==> src/rtl/sif_pkg.sv <==
package sif_pkg;

    parameter int DATA_W     = 16;
    parameter int ACC_W      = 24;
    parameter int UP         = 5;
    parameter int TAPS       = 9;
    parameter int COEF_SHIFT = 4;
    parameter int POLE_SHIFT = 6;

    typedef struct packed {
        logic                     vld;
        logic                     first;
        logic                     byp;
        logic signed [DATA_W-1:0] smp;
    } tick_t;

    // symmetric low-pass weights; every polyphase branch sums to 2**COEF_SHIFT
    function automatic int lp_coef(input int k);
        int m;
        m = (k > (TAPS - 1) / 2) ? (TAPS - 1 - k) : k;
        case (m)
            0:       return 3;
            1:       return 6;
            2:       return 10;
            3:       return 13;
            default: return 16;
        endcase
    endfunction

    function automatic logic signed [DATA_W-1:0] clamp_data(input logic signed [ACC_W-1:0] v);
        logic signed [ACC_W-1:0] hi;
        logic signed [ACC_W-1:0] lo;
        hi = ACC_W'((2 ** (DATA_W - 1)) - 1);
        lo = -ACC_W'(2 ** (DATA_W - 1));
        if (v > hi)      return DATA_W'(hi);
        else if (v < lo) return DATA_W'(lo);
        else             return DATA_W'(v);
    endfunction

endpackage

==> src/rtl/sif_phase_ctrl.sv <==
module sif_phase_ctrl
    import sif_pkg::*;
#(
    parameter int OUT_DIV = 2500
) (
    input  logic                     clk,
    input  logic                     rst,
    input  logic                     in_valid,
    input  logic signed [DATA_W-1:0] in_sample,
    input  logic                     bypass,
    output logic                     in_ready,
    output tick_t                    tick
);
    localparam int TW = (OUT_DIV > 1) ? $clog2(OUT_DIV) : 1;
    localparam int PW = $clog2(UP + 1);
    localparam logic [TW-1:0] TLAST = TW'(OUT_DIV - 1);
    localparam logic [PW-1:0] PLAST = PW'(UP - 1);

    typedef struct packed {
        logic          busy;
        logic [PW-1:0] phase;
        logic [TW-1:0] timer;
        tick_t         tk;
    } ctrl_t;

    ctrl_t st_d, st_q;

    always_comb begin
        st_d        = st_q;
        st_d.tk.vld = 1'b0;
        if (!st_q.busy) begin
            if (in_valid) begin
                st_d.busy     = 1'b1;
                st_d.phase    = '0;
                st_d.timer    = '0;
                st_d.tk.vld   = 1'b1;
                st_d.tk.first = 1'b1;
                st_d.tk.byp   = bypass;
                st_d.tk.smp   = in_sample;
            end
        end else if (st_q.timer == TLAST) begin
            st_d.timer = '0;
            if (st_q.phase == PLAST) begin
                st_d.busy = 1'b0;
            end else begin
                st_d.phase    = st_q.phase + 1'b1;
                st_d.tk.vld   = 1'b1;
                st_d.tk.first = 1'b0;
            end
        end else begin
            st_d.timer = st_q.timer + 1'b1;
        end
    end

    always_ff @(posedge clk) begin
        if (rst) st_q <= '0;
        else     st_q <= st_d;
    end

    assign in_ready = !st_q.busy;
    assign tick     = st_q.tk;

endmodule

==> src/rtl/sif_fir.sv <==
module sif_fir
    import sif_pkg::*;
(
    input  logic                    clk,
    input  logic                    rst,
    input  tick_t                   tick,
    output logic                    fir_vld,
    output logic                    fir_byp,
    output logic signed [ACC_W-1:0] fir_val
);
    typedef struct packed {
        logic                    vld;
        logic                    byp;
        logic signed [ACC_W-1:0] val;
    } fout_t;

    logic signed [DATA_W-1:0] dl_d [TAPS];
    logic signed [DATA_W-1:0] dl_q [TAPS];
    logic signed [ACC_W-1:0]  prod [TAPS];
    logic signed [ACC_W-1:0]  acc;
    fout_t                    fo_d, fo_q;

    // next delay-line contents
    always_comb begin
        for (int k = 0; k < TAPS; k++) dl_d[k] = dl_q[k];
        if (tick.vld) begin
            if (tick.byp) begin
                for (int k = 0; k < TAPS; k++) dl_d[k] = '0;
            end else begin
                dl_d[0] = tick.first ? tick.smp : '0;
                for (int k = 1; k < TAPS; k++) dl_d[k] = dl_q[k-1];
            end
        end
    end

    for (genvar k = 0; k < TAPS; k++) begin : g_tap
        assign prod[k] = ACC_W'(signed'(dl_d[k])) * ACC_W'(lp_coef(k));
    end

    always_comb begin
        acc = '0;
        for (int k = 0; k < TAPS; k++) acc = acc + prod[k];
        fo_d     = fo_q;
        fo_d.vld = tick.vld;
        if (tick.vld) begin
            fo_d.byp = tick.byp;
            fo_d.val = tick.byp ? ACC_W'(signed'(tick.smp)) : (acc >>> COEF_SHIFT);
        end
    end

    always_ff @(posedge clk) begin
        if (rst) begin
            for (int k = 0; k < TAPS; k++) dl_q[k] <= '0;
            fo_q <= '0;
        end else begin
            for (int k = 0; k < TAPS; k++) dl_q[k] <= dl_d[k];
            fo_q <= fo_d;
        end
    end

    assign fir_vld = fo_q.vld;
    assign fir_byp = fo_q.byp;
    assign fir_val = fo_q.val;

endmodule

==> src/rtl/sif_hpf.sv <==
module sif_hpf
    import sif_pkg::*;
(
    input  logic                     clk,
    input  logic                     rst,
    input  logic                     fir_vld,
    input  logic                     fir_byp,
    input  logic signed [ACC_W-1:0]  fir_val,
    output logic                     out_valid,
    output logic signed [DATA_W-1:0] out_sample
);
    typedef struct packed {
        logic signed [ACC_W-1:0]  x1;
        logic signed [ACC_W-1:0]  y1;
        logic                     ov;
        logic signed [DATA_W-1:0] os;
    } hp_t;

    hp_t                     hp_d, hp_q;
    logic signed [ACC_W-1:0] y_new;

    // pole at 1 - 2^-POLE_SHIFT by shift and subtract
    assign y_new = fir_val - hp_q.x1 + hp_q.y1 - (hp_q.y1 >>> POLE_SHIFT);

    always_comb begin
        hp_d    = hp_q;
        hp_d.ov = fir_vld;
        if (fir_vld) begin
            if (fir_byp) begin
                hp_d.x1 = '0;
                hp_d.y1 = '0;
                hp_d.os = clamp_data(fir_val);
            end else begin
                hp_d.x1 = fir_val;
                hp_d.y1 = y_new;
                hp_d.os = clamp_data(y_new);
            end
        end
    end

    always_ff @(posedge clk) begin
        if (rst) hp_q <= '0;
        else     hp_q <= hp_d;
    end

    assign out_valid  = hp_q.ov;
    assign out_sample = hp_q.os;

endmodule

==> src/rtl/speech_interp_filter.sv <==
module speech_interp_filter
    import sif_pkg::*;
#(
    parameter int OUT_DIV = 2500
) (
    input  logic              clk,
    input  logic              rst,
    input  logic              in_valid,
    output logic              in_ready,
    input  logic signed [15:0] in_sample,
    input  logic              bypass,
    output logic              out_valid,
    output logic signed [15:0] out_sample
);
    tick_t                   tick;
    logic                    fir_vld;
    logic                    fir_byp;
    logic signed [ACC_W-1:0] fir_val;

    sif_phase_ctrl #(.OUT_DIV(OUT_DIV)) u_ctrl (
        .clk       (clk),
        .rst       (rst),
        .in_valid  (in_valid),
        .in_sample (in_sample),
        .bypass    (bypass),
        .in_ready  (in_ready),
        .tick      (tick)
    );

    sif_fir u_fir (
        .clk     (clk),
        .rst     (rst),
        .tick    (tick),
        .fir_vld (fir_vld),
        .fir_byp (fir_byp),
        .fir_val (fir_val)
    );

    sif_hpf u_hpf (
        .clk        (clk),
        .rst        (rst),
        .fir_vld    (fir_vld),
        .fir_byp    (fir_byp),
        .fir_val    (fir_val),
        .out_valid  (out_valid),
        .out_sample (out_sample)
    );

endmodule

==> config.mk <==
export PLATFORM = sky130hd
export DESIGN_NAME = speech_interp_filter
export DESIGN_NICKNAME = d
export VERILOG_FILES = /design/src/rtl/sif_pkg.sv /design/src/rtl/sif_phase_ctrl.sv /design/src/rtl/sif_fir.sv /design/src/rtl/sif_hpf.sv /design/src/rtl/speech_interp_filter.sv
export SDC_FILE = /design/constraint.sdc
export NUM_CORES = 1
export LEC_CHECK = 0
export BUFFER_PORTS_ARGS = -buffer_cell sky130_fd_sc_hd__buf_2
export CAP_MARGIN = 20
export CORE_MARGIN = 1
export CORE_UTILIZATION = 25
export CTS_BUF_LIST = sky130_fd_sc_hd__clkbuf_4
export CTS_CLUSTER_SIZE = 10
export DETAILED_ROUTE_END_ITERATION = 16
export PLACE_DENSITY = 0.48
export SLEW_MARGIN = 20
export SYNTH_ARGS = -nofsm -noshare
export SYNTH_HDL_FRONTEND = slang
export SYNTH_HIERARCHICAL = 1
export SYNTH_SLANG_ARGS = --single-unit
==> constraint.sdc <==
create_clock -name clk -period 11.4 [get_ports clk]
set_input_delay 2.28 -clock clk [delete_from_list [all_inputs] [get_ports clk]]
set_output_delay 2.28 -clock clk [all_outputs]
set_load 0.05 [all_outputs]
## Yosys cells after proc, flatten, opt, wreduce, memory -nomap -nowiden

Memory sizes are Yosys's and may differ from the RTL's.
Cells that the tools add are included.

- Output and inout port bits: 18
- RAM bits: 144
- Register bits after elaboration: 126
- Bits of input ports: 20
- Memories kept: 1
- Word-level logic and storage cells: 88

- Bitwise operators: 10
- Add/subtract/negate cells: 13
- Multipliers: 8
- Reductions and logical operators: 4
- Order comparisons: 4
- Eq/ne operators: 4
- Muxes and demuxes: 30

Memory list:

| name | words | bits a word | read ports | clocked after Yosys merged registers in | wr ports | line | RTL |
|---|---|---|---|---|---|---|---|
| u_fir.dl_q | 9 | 16 | 9 | 0 | 9 | sif_fir.sv:18 | `logic signed [DATA_W-1:0] dl_q [TAPS];` |

Operator list:

| operator | number |
|---|---|
| $mux 144 | 2 |
| $mux 16 | 15 |
| $add 24x24->24 | 8 |
| $mul 16x3->19 const B | 4 |
| $gt 24x16->1 const B | 2 |
| $lt 24x16->1 const B | 2 |
| $mux 48 | 1 |
| $mul 16x5->21 const B | 2 |
| $mul 16x4->20 const B | 2 |
| $mux 35 | 1 |
| $add 24x20->24 | 1 |
| $mux 24 | 1 |
| $sub 24x18->24 | 1 |
| $sub 24x24->24 | 1 |
| $mux 18 | 1 |
| $add 12x1->12 const B | 1 |
| $eq 12x12->1 const B | 1 |
| $mux 12 | 1 |
| $or 1x1->1 | 9 |
| $mux 1 | 4 |
| $mux 2 | 2 |
| $mux 4 | 1 |
| $ne 2x2->1 const B | 2 |
| $add 3x1->3 const B | 1 |
| 7 further kinds | 7 |

## Depth between registers and ports, before layout

- Depth after elaboration: 13
- Depth in mapped cells: 39

## By module

The synthesis kept the hierarchy.

Modules (own cells, without submodules):

| module | cells each | area each (sq um) | times used |
|---|---|---|---|
| sif_fir | 2152 | 18776.8 | 1 |
| sif_hpf | 636 | 5275.1 | 1 |
| sif_phase_ctrl | 198 | 1657.8 | 1 |

## Worst setup path before layout

OpenSTA, ideal clock, no wires.

- Kind: reg2reg
- Start point: register u_ctrl.st_q, in the netlist u_ctrl/tick[18]
- End point: register u_fir.fo_q, in the netlist u_fir/fir_val[22]
- Path buffers: 5
- Data arrival time: 8.466 ns
- Stages on the path, launching flop included: 38
- Data required time: 11.268 ns
- Clock period less this slack: 8.598 ns
- Path slack: 2.802 ns
- Setup time: 0.132 ns
- Cell sequence: dfxtp_1 buf_4 buf_2 nor2b_1 buf_2 buf_2 buf_2 nand2_1 o21ai_0 ha_1 ha_1 fa_1 a211oi_1 o211ai_1 nand3_1 a31oi_1 o21ai_0 a21boi_1 [2 not listed] inv_1 fa_1 inv_1 fa_1 fa_1 fa_1 inv_1 fa_1 inv_1 fa_1 inv_1 ha_1 and3_1 a221o_1 a21oi_1 o21ai_0 xnor2_1 o22ai_1

RTL lines:

| what | line | RTL |
|---|---|---|
| from (decl) | sif_phase_ctrl.sv:26 | `ctrl_t st_d, st_q;` |
| from (signal assigned) | sif_phase_ctrl.sv:57 | `else st_q <= st_d;` |
| to (signal assigned) | sif_fir.sv:57 | `fo_q <= fo_d;` |
| to (decl) | sif_fir.sv:21 | `fout_t fo_d, fo_q;` |

==> flow_summary.html <==
<table>
<tr><th>Metric</th><th>Value</th></tr>
<tr><th colspan="2">Outcome</th></tr>
<tr><td>Outcome</td><td>complete, no violations</td></tr>
<tr><th colspan="2">Pwr</th></tr>
<tr><td>PnR Total Power</td><td>roughly 4.5 mW</td></tr>
<tr><td>Leakage power total</td><td>13.4 nW</td></tr>
<tr><td>Worst vdd ir</td><td>0.000352 V</td></tr>
<tr><td>Power per Cell Area</td><td>159 nW/um^2</td></tr>
<tr><th colspan="2">Floorplan</th></tr>
<tr><td>Starting density of the core</td><td>25.2%</td></tr>
<tr><td>Die Footprint</td><td>104,000 sq um</td></tr>
<tr><td>Boundary pin count</td><td>38</td></tr>
<tr><td>Area of the core</td><td>roughly 100,000 sq um</td></tr>
<tr><td>Die extent in y</td><td>around 320 microns</td></tr>
<tr><td>Die Wd</td><td>323 microns</td></tr>
<tr><td>Number of cell rows</td><td>117</td></tr>
<tr><th colspan="2">Detailed routing</th></tr>
<tr><td>Top Metal Used</td><td>met4</td></tr>
<tr><td>Routed via count divided by cell count</td><td>4.41</td></tr>
<tr><td>Post-detailed-routing wire length</td><td>71,800 microns</td></tr>
<tr><td>Average wire per standard cell</td><td>16.3 microns</td></tr>
<tr><td>DRC violations left</td><td>0</td></tr>
<tr><td>Routed met3 length</td><td>2910 microns</td></tr>
<tr><td>Total met2 wirelength after detailed routing</td><td>31,300 microns</td></tr>
<tr><td>Iteration-0 DRC count of the detailed router</td><td>1,186</td></tr>
<tr><td>Post-detailed-route count of antenna-violating nets</td><td>0</td></tr>
<tr><td>Post-route met1 wirelength</td><td>36,400 microns</td></tr>
<tr><td>Pre-Repair DR Iteration Count</td><td>5</td></tr>
<tr><td>Via count of the routed design</td><td>19,464</td></tr>
<tr><th colspan="2">GRT</th></tr>
<tr><td>Global-route wire length before repair</td><td>114,000 microns</td></tr>
<tr><td>Number of antenna violations at the first check in global routing</td><td>1</td></tr>
<tr><td>Overall track demand over capacity in global routing</td><td>14.0%</td></tr>
<tr><td>Via count of the first global-routing pass</td><td>19,914</td></tr>
<tr><td>Maximum number of pins on one net before global-route repair</td><td>170</td></tr>
<tr><td>Total congestion overflow after global routing</td><td>0</td></tr>
<tr><th colspan="2">Synthesis</th></tr>
<tr><td>Post-synthesis share of cell area spent on and, or, nand and nor gates</td><td>between 10% and 20%</td></tr>
<tr><td>Number of distinct library cells after synthesis</td><td>93</td></tr>
<tr><td>Net count of the mapped netlist</td><td>about 3,500</td></tr>
<tr><td>Mux share of post-synthesis cell area</td><td>less than 1%</td></tr>
<tr><td>Async set-reset flop share out of synthesis</td><td>0%</td></tr>
<tr><td>Flops &amp; latches, synth</td><td>266</td></tr>
<tr><td>Cell type contributing the most total cell area after synthesis</td><td>fa_1</td></tr>
<tr><td>Ranking of synthesized cells by area</td><td>fa_1 (22%), dfxtp_1 (21%), ha_1 (13%)</td></tr>
<tr><td>Register area share after synthesis</td><td>20.7%</td></tr>
<tr><td>Number of instances in the synthesized netlist</td><td>between 2,000 and 3,000</td></tr>
<tr><td>Number of warnings issued by yosys</td><td>6</td></tr>
<tr><td>Dominant combinational cell family by area after synthesis</td><td>adder cells</td></tr>
<tr><td>Count leader, synth</td><td>inv_1</td></tr>
<tr><td>Area fraction in compound gates after synthesis</td><td>14.8%</td></tr>
<tr><td>Xor/xnor share of the synthesized area</td><td>3.34%</td></tr>
<tr><td>Adder and majority gate portion of the synthesized area</td><td>34.7%</td></tr>
<tr><td>Number of synthesized flops with an enable pin</td><td>0</td></tr>
<tr><td>Synthesized cell area</td><td>25,700 sq um</td></tr>
<tr><td>Synthesized area divided by synthesized cell count</td><td>about 8.6 sq um</td></tr>
<tr><td>Fraction of post-synthesis cell area in the top cell type by area</td><td>22.0%</td></tr>
<tr><td>Commonest cells post-synth</td><td>inv_1 (637), fa_1 (283), dfxtp_1 (266)</td></tr>
<tr><td>Top flip-flop cell by instance count after synthesis</td><td>dfxtp_1</td></tr>
<tr><th colspan="2">Clock tree</th></tr>
<tr><td>Number of buffers created by CTS</td><td>between 80 and 90</td></tr>
<tr><td>Depth of the CTS H-tree</td><td>3</td></tr>
<tr><td>Clk Latency, worst-skew pair</td><td>~0.85 ns</td></tr>
<tr><td>Clock tree root buffer cell</td><td>clkbuf_4</td></tr>
<tr><td>CTS resizes</td><td>0</td></tr>
<tr><td>Maximum root-to-sink buffer count</td><td>3</td></tr>
<tr><td>TritonCTS clock tree</td><td>yes</td></tr>
<tr><td>Clock-pin slew on the worst setup and hold paths</td><td>0.06 ns</td></tr>
<tr><td>CTS sink count</td><td>266</td></tr>
<tr><td>Hold bufs inserted after CTS</td><td>0</td></tr>
<tr><td>Post-CTS setup repair buffer count</td><td>0</td></tr>
<tr><th colspan="2">STA</th></tr>
<tr><td>Clock period minus worst slack</td><td>just under 10 ns</td></tr>
<tr><td>Final count of hold timing violations</td><td>0</td></tr>
<tr><td>Part of the cycle the worst path needs</td><td>85.5%</td></tr>
<tr><td>Finish-stage setup viols</td><td>0</td></tr>
<tr><td>Worst max-slew margin expressed relative to the limit</td><td>34.4%</td></tr>
<tr><td>Max Clock Freq</td><td>103 MHz</td></tr>
<tr><td>RSZ-0062 raised after global routing</td><td>false</td></tr>
<tr><td>Worst Tran Pin Value</td><td>0.973 ns</td></tr>
<tr><td>Crit path setup slack, layout</td><td>roughly 1.7 ns</td></tr>
<tr><td>Post-route setup TNS</td><td>0 ns</td></tr>
<tr><td>Clock skew</td><td>0.0777 ns</td></tr>
<tr><td>Final max-slew violation count</td><td>0</td></tr>
<tr><th colspan="2">Worst setup path</th></tr>
<tr><td>Worst setup EP type</td><td>flop</td></tr>
<tr><td>Critical-path top delay cell</td><td>dfxtp_4</td></tr>
<tr><td>Reg2reg start</td><td>u_ctrl/tick[18]</td></tr>
<tr><td>Most prevalent standard cell on the critical path</td><td>fa_1</td></tr>
<tr><td>Register-to-register setup slack</td><td>1.66 ns</td></tr>
<tr><td>Crit path kind</td><td>reg -&gt; reg</td></tr>
<tr><td>Worst R2R Path Depth</td><td>31</td></tr>
<tr><td>Capture instance of the worst register-to-register path</td><td>u_fir/fir_val[22]</td></tr>
<tr><td>Critical path launch point</td><td>u_ctrl/tick[18]</td></tr>
<tr><td>CP arrival</td><td>10.40 ns</td></tr>
<tr><td>Peak per-stage delay on the critical path</td><td>0.74 ns</td></tr>
<tr><td>Largest driver fanout on the critical path</td><td>56</td></tr>
<tr><td>Capturing element of the worst setup path</td><td>u_fir/fir_val[22]</td></tr>
<tr><td>Critical Path Source Type</td><td>flop</td></tr>
<tr><td>Required time worst endpoint</td><td>around 12 ns</td></tr>
<tr><th colspan="2">Cells and area</th></tr>
<tr><td>Final layout net count</td><td>between 3,000 and 4,000</td></tr>
<tr><td>Proportion of layout cells with a drive suffix above 1</td><td>roughly 7.8%</td></tr>
<tr><td>P&amp;R area growth vs syn</td><td>9.45%</td></tr>
<tr><td>Cell area after layout</td><td>28,100 sq um</td></tr>
<tr><td>Filler Cells Inserted</td><td>approximately 11,000</td></tr>
<tr><th colspan="2">Place</th></tr>
<tr><td>DP HPWL</td><td>57,300 microns</td></tr>
<tr><td>Instance area after placement</td><td>about 27,000 sq um</td></tr>
<tr><td>IO buf count</td><td>37</td></tr>
<tr><td>Pre-CTS worst setup slack</td><td>1.75 ns</td></tr>
<tr><td>GPL Wtd Cong</td><td>0.853</td></tr>
<tr><th colspan="2">Job</th></tr>
<tr><td>Number of max-cap violations</td><td>0</td></tr>
<tr><th colspan="2">Hold path</th></tr>
<tr><td>Worst Hold Class</td><td>reg -&gt; reg</td></tr>
<tr><td>Hold wc startpoint</td><td>u_hpf/hp_q[21]</td></tr>
</table>
-- report_power, final --
part / switching, mW / leakage [nW] / internal [mW]
Combinational: 1.52 / 10.6 / 0.888
Sequential: 0.0557 / 2.15 / 0.985
Clock: 0.486 / 0.628 / 0.526
Total: 2.06 / 13.4 / 2.40
-- how the worst min path moves through the flow --
stage,to,slack [ns],cells past startpoint
2_1_floorplan,u_hpf/hp_q[21],0.42,2
3_3_place_gp,u_hpf/hp_q[21],0.43,2
3_5_place_dp,u_hpf/hp_q[21],0.44,2
4_1_cts,u_hpf/hp_q[21],0.45,2
5_1_grt,u_hpf/hp_q[22],0.47,2
6_report,u_hpf/hp_q[21],0.45,2
-- area by class of cell --
cell class              instances  area [sq um]  share of cell area [%]
multi-input cells            1939         17300                    61.4
flip-flops and latches        266          5330                    18.9
inverters                     637          2390                    8.50
well taps                    1368          1710                    6.08
clock buffers                 126           946                    3.36
repair buffers                 57           357                    1.27
clock inverters                22           130                   0.462
diodes                          1          2.50                 0.00889
-- metrics by stage --
step / hold slack (ns) / utilization (%) / instances
global route: 0.472 / 27.6 / 4416
detailed placement: 0.440 / 26.6 / 4267
CTS: 0.449 / 27.6 / 4415
floorplan: 0.422 / - / 2986
finish: 0.448 / 27.6 / 4416
global placement: 0.434 / 26.6 / 4267
-- flip-flops by register name, indices dropped and copies added (netlist names) --
signal and flops:
u_hpf/hp_q 48, u_hpf/out_sample 16, u_fir/fir_vld 1, u_fir/fir_byp 1, u_hpf/out_valid 1, u_fir/fir_val 20, u_fir/dl_q 144, u_ctrl/tick 19
u_ctrl/st_q 16
-- worst max-delay path: cells and delay by family (launching register included) --
family	cells	cell delay, ns
XOR/XNOR	2	0.34
AND/OR/NAND/NOR	2	0.39
flip-flops	1	0.74
AO/OA/AOI/OAI	10	2.20
adder cells (fa/ha/maj)	11	4.94
buffers and inverters	6	0.91
-- per-layer routing --
| metal | global-route usage [%] | vias to the layer above |
|---|---|---|
| met5 | 0 | - |
| li1 | - | 9598 |
| met3 | 2.05 | 91 |
| met1 | 20.2 | 9407 |
| met2 | 21.7 | 368 |
| met4 | 3.38 | 0 |
-- logic make-up after synthesis --
kind of cell | after synthesis
compound gates | 592
xor+xnor | 98
fa+ha+maj | 543
buf+inv | 781
flops | 266
mux | 18
simple gates | 688
-- layout by cell type (no fill, tap or decap), types with 126 or more instances in the layout --
| cell | count |
|---|---|
| dfxtp_1 | 265 |
| fa_1 | 283 |
| nand2_1 | 199 |
| a21oi_1 | 169 |
| inv_1 | 637 |
| ha_1 | 260 |
| nor2b_1 | 170 |
| nor2_1 | 147 |
| o21ai_0 | 127 |
| clkbuf_4 | 126 |
Note: power is estimated with default switching activity, not from simulation.
